[src/rtl/useq_pkg.sv]
package useq_pkg;

  typedef enum logic [1:0] {
    SRC_INC = 2'b00,
    SRC_SBR = 2'b01,
    SRC_AD  = 2'b10,
    SRC_MAP = 2'b11
  } srcSel_e;

  typedef enum logic [1:0] {
    OP_JMP  = 2'b00,
    OP_CALL = 2'b01,
    OP_RET  = 2'b10,
    OP_MAP  = 2'b11
  } branchOp_e;

  typedef struct packed {
    srcSel_e src;
    logic    loadSbr;
  } seqStrobe_t;

endpackage

[src/rtl/useq_ctrl.sv]
module useq_ctrl
  import useq_pkg::*;
#(
  parameter int COND_W = 2
) (
  input  logic              clk,
  input  logic              rst,
  input  logic [COND_W-1:0] condSel,
  input  logic [1:0]        branchOp,
  input  logic              indBit,
  input  logic              signBit,
  input  logic              zeroBit,
  output seqStrobe_t        strb
);

  localparam int NUM_COND = 1 << COND_W;

  logic [NUM_COND-1:0] condVec;
  logic                condTrue;

  assign condVec  = {zeroBit, signBit, indBit, 1'b1};
  assign condTrue = condVec[condSel];

  always_comb begin
    strb.src     = SRC_INC;
    strb.loadSbr = 1'b0;
    unique case (branchOp_e'(branchOp))
      OP_JMP:  strb.src = condTrue ? SRC_AD : SRC_INC;
      OP_CALL: begin
        strb.src     = condTrue ? SRC_AD : SRC_INC;
        strb.loadSbr = condTrue;
      end
      OP_RET:  strb.src = SRC_SBR;
      OP_MAP:  strb.src = SRC_MAP;
      default: strb.src = SRC_INC;
    endcase
  end

  p_ret_src_r5: assert property (@(posedge clk) disable iff (rst)
    (branchOp == OP_RET) |-> (strb.src == SRC_SBR && !strb.loadSbr));

  p_map_src_r6: assert property (@(posedge clk) disable iff (rst)
    (branchOp == OP_MAP) |-> (strb.src == SRC_MAP && !strb.loadSbr));

  p_uncond_jump_r3: assert property (@(posedge clk) disable iff (rst)
    (branchOp == OP_JMP && condSel == 2'b00) |-> (strb.src == SRC_AD));

  p_sbr_only_call_r7: assert property (@(posedge clk) disable iff (rst)
    strb.loadSbr |-> (branchOp == OP_CALL && strb.src == SRC_AD));

endmodule

[src/rtl/useq_dpath.sv]
module useq_dpath
  import useq_pkg::*;
#(
  parameter int ADDR_W     = 7,
  parameter int OPC_W      = 4,
  parameter int MAP_LSB    = 2,
  parameter int RESET_ADDR = 64
) (
  input  logic              clk,
  input  logic              rst,
  input  seqStrobe_t        strb,
  input  logic [ADDR_W-1:0] branchAddr,
  input  logic [OPC_W-1:0]  opCode,
  output logic [ADDR_W-1:0] carQ,
  output logic [ADDR_W-1:0] sbrQ
);

  localparam logic [ADDR_W-1:0] RST_CAR = ADDR_W'(RESET_ADDR);

  logic [ADDR_W-1:0] carInc;
  logic [ADDR_W-1:0] mapAddr;
  logic [ADDR_W-1:0] carNext;

  assign carInc = carQ + 1'b1;

  always_comb begin
    mapAddr = '0;
    mapAddr[MAP_LSB +: OPC_W] = opCode;
  end

  always_comb begin
    unique case (strb.src)
      SRC_INC: carNext = carInc;
      SRC_SBR: carNext = sbrQ;
      SRC_AD:  carNext = branchAddr;
      SRC_MAP: carNext = mapAddr;
      default: carNext = carInc;
    endcase
  end

  always_ff @(posedge clk) begin
    if (rst) begin
      carQ <= RST_CAR;
      sbrQ <= '0;
    end else begin
      carQ <= carNext;
      if (strb.loadSbr) sbrQ <= carInc;
    end
  end

  p_reset_state_r1: assert property (@(posedge clk)
    rst |=> (carQ == RST_CAR && sbrQ == '0));

  p_sbr_hold_r7: assert property (@(posedge clk) disable iff (rst)
    !strb.loadSbr |=> $stable(sbrQ));

  p_call_link_r4: assert property (@(posedge clk) disable iff (rst)
    strb.loadSbr |=> (sbrQ == ADDR_W'($past(carQ) + 1'b1)));

  p_ret_load_r5: assert property (@(posedge clk) disable iff (rst)
    (strb.src == SRC_SBR) |=> (carQ == $past(sbrQ)));

  p_map_form_r6: assert property (@(posedge clk) disable iff (rst)
    (strb.src == SRC_MAP) |=> (carQ[MAP_LSB-1:0] == '0 && carQ[ADDR_W-1] == 1'b0));

  p_inc_wrap_r8: assert property (@(posedge clk) disable iff (rst)
    (strb.src == SRC_INC && carQ == {ADDR_W{1'b1}}) |=> (carQ == '0));

endmodule

[src/rtl/useq_top.sv]
module useq_top
  import useq_pkg::*;
#(
  parameter int ADDR_W     = 7,
  parameter int OPC_W      = 4,
  parameter int MAP_LSB    = 2,
  parameter int RESET_ADDR = 64
) (
  input  logic              clk,
  input  logic              rst,
  input  logic [1:0]        condSel,
  input  logic [1:0]        branchOp,
  input  logic [ADDR_W-1:0] branchAddr,
  input  logic              indBit,
  input  logic              signBit,
  input  logic              zeroBit,
  input  logic [OPC_W-1:0]  opCode,
  output logic [ADDR_W-1:0] carOut,
  output logic [ADDR_W-1:0] sbrOut
);

  seqStrobe_t strb;

  useq_ctrl #(.COND_W(2)) u_ctrl (
    .clk      (clk),
    .rst      (rst),
    .condSel  (condSel),
    .branchOp (branchOp),
    .indBit   (indBit),
    .signBit  (signBit),
    .zeroBit  (zeroBit),
    .strb     (strb)
  );

  useq_dpath #(
    .ADDR_W     (ADDR_W),
    .OPC_W      (OPC_W),
    .MAP_LSB    (MAP_LSB),
    .RESET_ADDR (RESET_ADDR)
  ) u_dpath (
    .clk        (clk),
    .rst        (rst),
    .strb       (strb),
    .branchAddr (branchAddr),
    .opCode     (opCode),
    .carQ       (carOut),
    .sbrQ       (sbrOut)
  );

endmodule

[config.mk]
export PLATFORM = sky130hd
export DESIGN_NAME = useq_top
export DESIGN_NICKNAME = d
export VERILOG_FILES = /design/src/rtl/useq_pkg.sv /design/src/rtl/useq_ctrl.sv /design/src/rtl/useq_dpath.sv /design/src/rtl/useq_top.sv
export SDC_FILE = /design/constraint.sdc
export NUM_CORES = 1
export LEC_CHECK = 0
export BUFFER_PORTS_ARGS = -buffer_cell sky130_fd_sc_hd__buf_2
export CELL_PAD_IN_SITES_DETAIL_PLACEMENT = 0
export CELL_PAD_IN_SITES_GLOBAL_PLACEMENT = 2
export CORE_MARGIN = 3
export CORE_UTILIZATION = 26
export DETAILED_ROUTE_END_ITERATION = 16
export PLACE_DENSITY = 0.92
export SETUP_SLACK_MARGIN = 0.15
export SYNTH_ARGS = -nofsm -noshare
export SYNTH_HDL_FRONTEND = slang
export SYNTH_SLANG_ARGS = --single-unit
[constraint.sdc]
create_clock -name clk -period 3 [get_ports clk]
set_clock_uncertainty 0.2 [all_clocks]
set_input_delay 0.45 -clock clk [delete_from_list [all_inputs] [get_ports clk]]
set_output_delay 0.45 -clock clk [all_outputs]
set_load 0.02 [all_outputs]
# Word-level counts from Yosys, hierarchy flattened
# Index checks and enable logic that the tools add are counted.
[totals]
reg_bits = 14
out_inout_bits = 14
word_cells = 19
[classes]
add_sub_neg = 1
n_lt_le_gt_ge = 1
n_eq_ne = 6
n_mux = 6
reduce_logical = 3
[op_table]
columns = ["operator", "n"]
rows = [
  ["7-bit case mux with 4 select lines", 1],
  ["2-bit == test, second input constant", 4],
  ["7-bit by 1-bit adder with 7-bit output, second input constant", 1],
  ["2-bit case mux with 3 select lines", 1],
  ["2-bit by 1-bit == test with 1-bit output, second input constant", 2],
  ["2-bit zero test", 2],
  ["2-bit by 3-bit less-than comparator with 1-bit output, second input constant", 1],
  ["1-bit binary-select mux with 2-bit select", 1],
  ["1-bit two-way mux", 2],
  ["2-bit two-way mux", 1],
  ["2-bit OR reduction", 1],
]

# Logic depth before layout (Yosys ltp)
[logic_depth]
word_depth = 6
ltp_mapped = 6
mapped_depth_nobuf = 5

# Hierarchy
# Synthesis repeated with hierarchy kept, for this count alone.
[hier_totals]
hier_cells = 76
hier_area_um2 = 726.9
[modules_own_cells]
columns = ["module", "n_inst", "cells_each", "area_per_inst_um2"]
rows = [
  ["useq_dpath", 1, 69, 671.9],
  ["useq_ctrl", 1, 7, 55.1],
]

# Worst setup path after synthesis
# No wires, ideal clock.
[synth_timing]
kind = "in2reg"
from = "input branchOp[0]"
to = "register u_dpath.sbrQ[1]"
arrival_ps = 1515
required_ps = 2672
setup_slack_ps = 1157
stages = 5
n_path_buf = 1
cell_sequence = "clkbuf_1 nand2b_1 a221oi_4 mux2i_1 nor2_1"
[synth_via]
elab_chain_len = 2
[synth_rtl]
columns = ["item", "line_no", "source"]
rows = [
  ["start: declaration", "useq_top.sv:12", "input logic [1:0] branchOp,"],
  ["2-bit by 1-bit == test with 1-bit output", "useq_ctrl.sv:27", "unique case (branchOp_e'(branchOp))"],
  ["1-bit two-way mux", "useq_ctrl.sv:27", ""],
  ["end signal: assignment", "useq_dpath.sv:47", "if (strb.loadSbr) sbrQ <= carInc;"],
  ["end: declaration", "useq_dpath.sv:15", "output logic [ADDR_W-1:0] sbrQ"],
]
# No other way between the ends.
# A chain may end at the register's enable or synchronous reset.

# Worst setup path after layout
[layout_timing]
from = "input condSel[1]"
to = "register u_dpath.sbrQ[2]"
[layout_via]
elab_chain_len = 3
[layout_rtl]
columns = ["item", "line_no", "source"]
rows = [
  ["start: declaration", "useq_top.sv:11", "input logic [1:0] condSel,"],
  ["1-bit binary-select mux with 2-bit select", "useq_ctrl.sv:22", "assign condTrue = condVec[condSel];"],
  ["1-bit two-way mux (implied by the code)", "useq_ctrl.sv:22", ""],
  ["1-bit two-way mux", "useq_ctrl.sv:27", ""],
]
# No other way between the ends. The select of a mux whose other input is x is not followed.

==> flow_metrics.tcl <==
set metrics [dict create \
    fin_crit_sh_pct 55.74 \
    setup_slack_ns 1.328 \
    grt_pass1_vias 665 \
    fin_setup_tns_ns 0 \
    yosysTopAreaCellShare_pct 37.71 \
    htreeDepth 1 \
    synthCells 84 \
    wl_mm 1.924 \
    synth_area_leader_cell "dfxtp_1" \
    postCtsHoldBufs 0 \
    synth-seq-cells 14 \
    ir_worst_vdd_uv 289.2 \
    maxCapViolations 0 \
    rsz0062_at_grt "false" \
    fin_nets 140 \
    grt_max_degree 17 \
    worst_ep_arrival_time_ns 1.64 \
    die_width_um 59.47 \
    tightest_slew_ns 0.5725 \
    critPathKind "input port to flip-flop" \
    hold_start "branchAddr[0]" \
    synth_common_cells "nor2_1 (19), dfxtp_1 (14), mux2i_1 (11), a211oi_1 (5), a21oi_1 (4)" \
    crit_path_end_kind "flip-flop" \
    cts_resized 0 \
    fillCellCount 275 \
    hpwl_mm 1.419 \
    finalSetupViolations 0 \
    fmax_ghz 0.5980 \
    synth_fp_nets 105 \
    hold_class "input port to flip-flop" \
    drive_gt1_share_pct 33.05 \
    grt_pass1_wl_mm 3.098 \
    cts_buffers 3 \
    crit_fanout 10 \
    yosys_warnings 0 \
    clock_latency_ns 0.28 \
    avgViaCountPerCell 4.865 \
    hold_viol 0 \
    seq_area_sq_um 280.3 \
    reg2reg_from "u_dpath.carQ[0]" \
    vias 720 \
    cts.clk_slew.worst_paths_ns 0.09 \
    portBuffers 33 \
    clock_path_buffers 2 \
    internal_power_uw 313.8 \
    antenna_found_initial 0 \
    maxSlewViolCount 0 \
    synth_top_flop_cell "dfxtp_1" \
    p_seq_share_pct 47.1 \
    switchingPower_uw 133.2 \
    io-pin-count 34 \
    synthTopCellsByArea "dfxtp_1 (38%), mux2i_1 (15%), nor2_1 (9.6%), a211oi_1 (5.1%), a221oi_4 (3.5%)" \
    ys_async_sr_fraction_pct 0 \
    rows 18 \
    synth.distinct_cells 23 \
    cts_tree "done" \
    final_area_sq_um 972.2 \
    leakage_nw 0.4530 \
    finish.utilization_pct 37.54 \
    multi_input_area_sq_um 437.9 \
    synth_most_common_cell "nor2_1" \
    antennaDiodeCount 0 \
    design.core.area_sq_um 2590 \
    synth_edf_count 0 \
    synth_area_sq_um 743.2 \
    grt_usage_pct 11.73 \
    dp_cells 144 \
    crit_start "condSel[1]" \
    cts_root_buf "clkbuf_4" \
    status "completed" \
    critPathRequiredTime_ns 2.97 \
    postSynthAreaPerCell_sq_um 8.848 \
    drtAntennaViolNets 0 \
    drt_first_pass_iters 4 \
    p_clk_share_pct 30.8 \
    fin_cells 148 \
    start_util_pct 28.70 \
    max_slew_margin_pct 61.84 \
    fin_crit_ns 1.672 \
    die_y_um 59.47 \
    powerDensity_nw_per_um2 459.8 \
    dpl_cell_area_sq_um 935.9 \
    overflow 0 \
    post-place-ws_ns 1.018 \
    dieArea_sq_um 3536 \
    wl_per_cell_um 13.00 \
    clock-sinks 14 \
    area_growth_pct 30.81 \
    comb_power_share_pct 22.1 \
    yosysSeqAreaShare_pct 37.71 \
    drt_iter0_drc 18 \
    drcViolationCount 0 \
    start_kind "input port" \
    p_sw_share_pct 29.80 \
    gp_congestion 0.7713 \
    cts_setup_buffers 0 \
]
power groups by stage:
stage,Sequential [mW],Combinational [mW],Clock (mW)
3_3_place_gp,0.215,0.0975,0
2_1_floorplan,0.228,0.0476,0
4_1_cts,0.211,0.0997,0.140
3_5_place_dp,0.215,0.0993,0
6_report,0.210,0.0988,0.138
5_1_grt,0.213,0.110,0.147
stage by stage:
step | power [mW] | hold slack (ns)
3_5_place_dp | 0.3141 | 0.3075
4_1_cts | 0.4505 | 0.2362
2_1_floorplan | 0.2759 | 0.3221
6_report | 0.4470 | 0.2373
5_1_grt | 0.4696 | 0.2448
3_3_place_gp | 0.3124 | 0.2933
final cells by class:
| cell class | instances | share of cell area, % |
|---|---|---|
| Tap cell | 30 | 3.861 |
| Sequential cell | 14 | 28.83 |
| Inverter | 2 | 0.7722 |
| Multi-Input combinational cell | 64 | 45.05 |
| Timing Repair Buffer | 34 | 17.76 |
| Clock buffer | 4 | 3.732 |
worst max-delay path: stages:
cell      delay (ns)
buf_2           0.13
mux2i_1         0.17
a221oi_4        0.58
mux2i_1         0.26
nor2_1          0.06
final timing paths:
kind                            depth (start not counted)  slack [ns]         endpoint
worst max-delay path                                    5        1.33  u_dpath.sbrQ[2]
worst min-delay path                                    3        0.24  u_dpath.carQ[0]
worst max register to register                          5        1.44  u_dpath.sbrQ[6]
worst min register to register                          2        0.32  u_dpath.sbrQ[6]
cells by family after synthesis:
| family | synth area share (%) |
|---|---|
| xor+xnor | 5.893 |
| fa+ha+maj | 1.683 |
| mux | 14.82 |
| simple gates | 20.03 |
| buf+inv | 3.368 |
| compound gates | 16.50 |
| flops | 37.71 |
routing by layer:
layer / GRT usage (%) / wire length (um) / vias up
li1: - / - / 367
met1: 15.51 / 935 / 326
met2: 18.10 / 808 / 25
met3: 4.793 / 167 / 2
met4: 1.942 / 12 / 0
met5: 0 / 0 / -
cells in the final DEF (no fill, tap or decap), types with 2 or more instances in the layout:
cell type / netlist / layout
a211oi_1: 5 / 5
a21oi_1: 4 / 4
a311oi_1: 2 / 2
buf_2: 2 / 33
clkbuf_4: 0 / 3
dfxtp_1: 14 / 14
inv_1: 2 / 2
mux2i_1: 11 / 11
nand2_1: 3 / 3
nand3_1: 3 / 3
nand3b_1: 3 / 3
nor2_1: 19 / 19
xnor2_1: 3 / 3
xor2_1: 2 / 2
registers in the layout (all words and copies together), names as in the netlist:
name,count
u_dpath.sbrQ,7
u_dpath.carQ,7
Power figures use the tool's default switching activity.
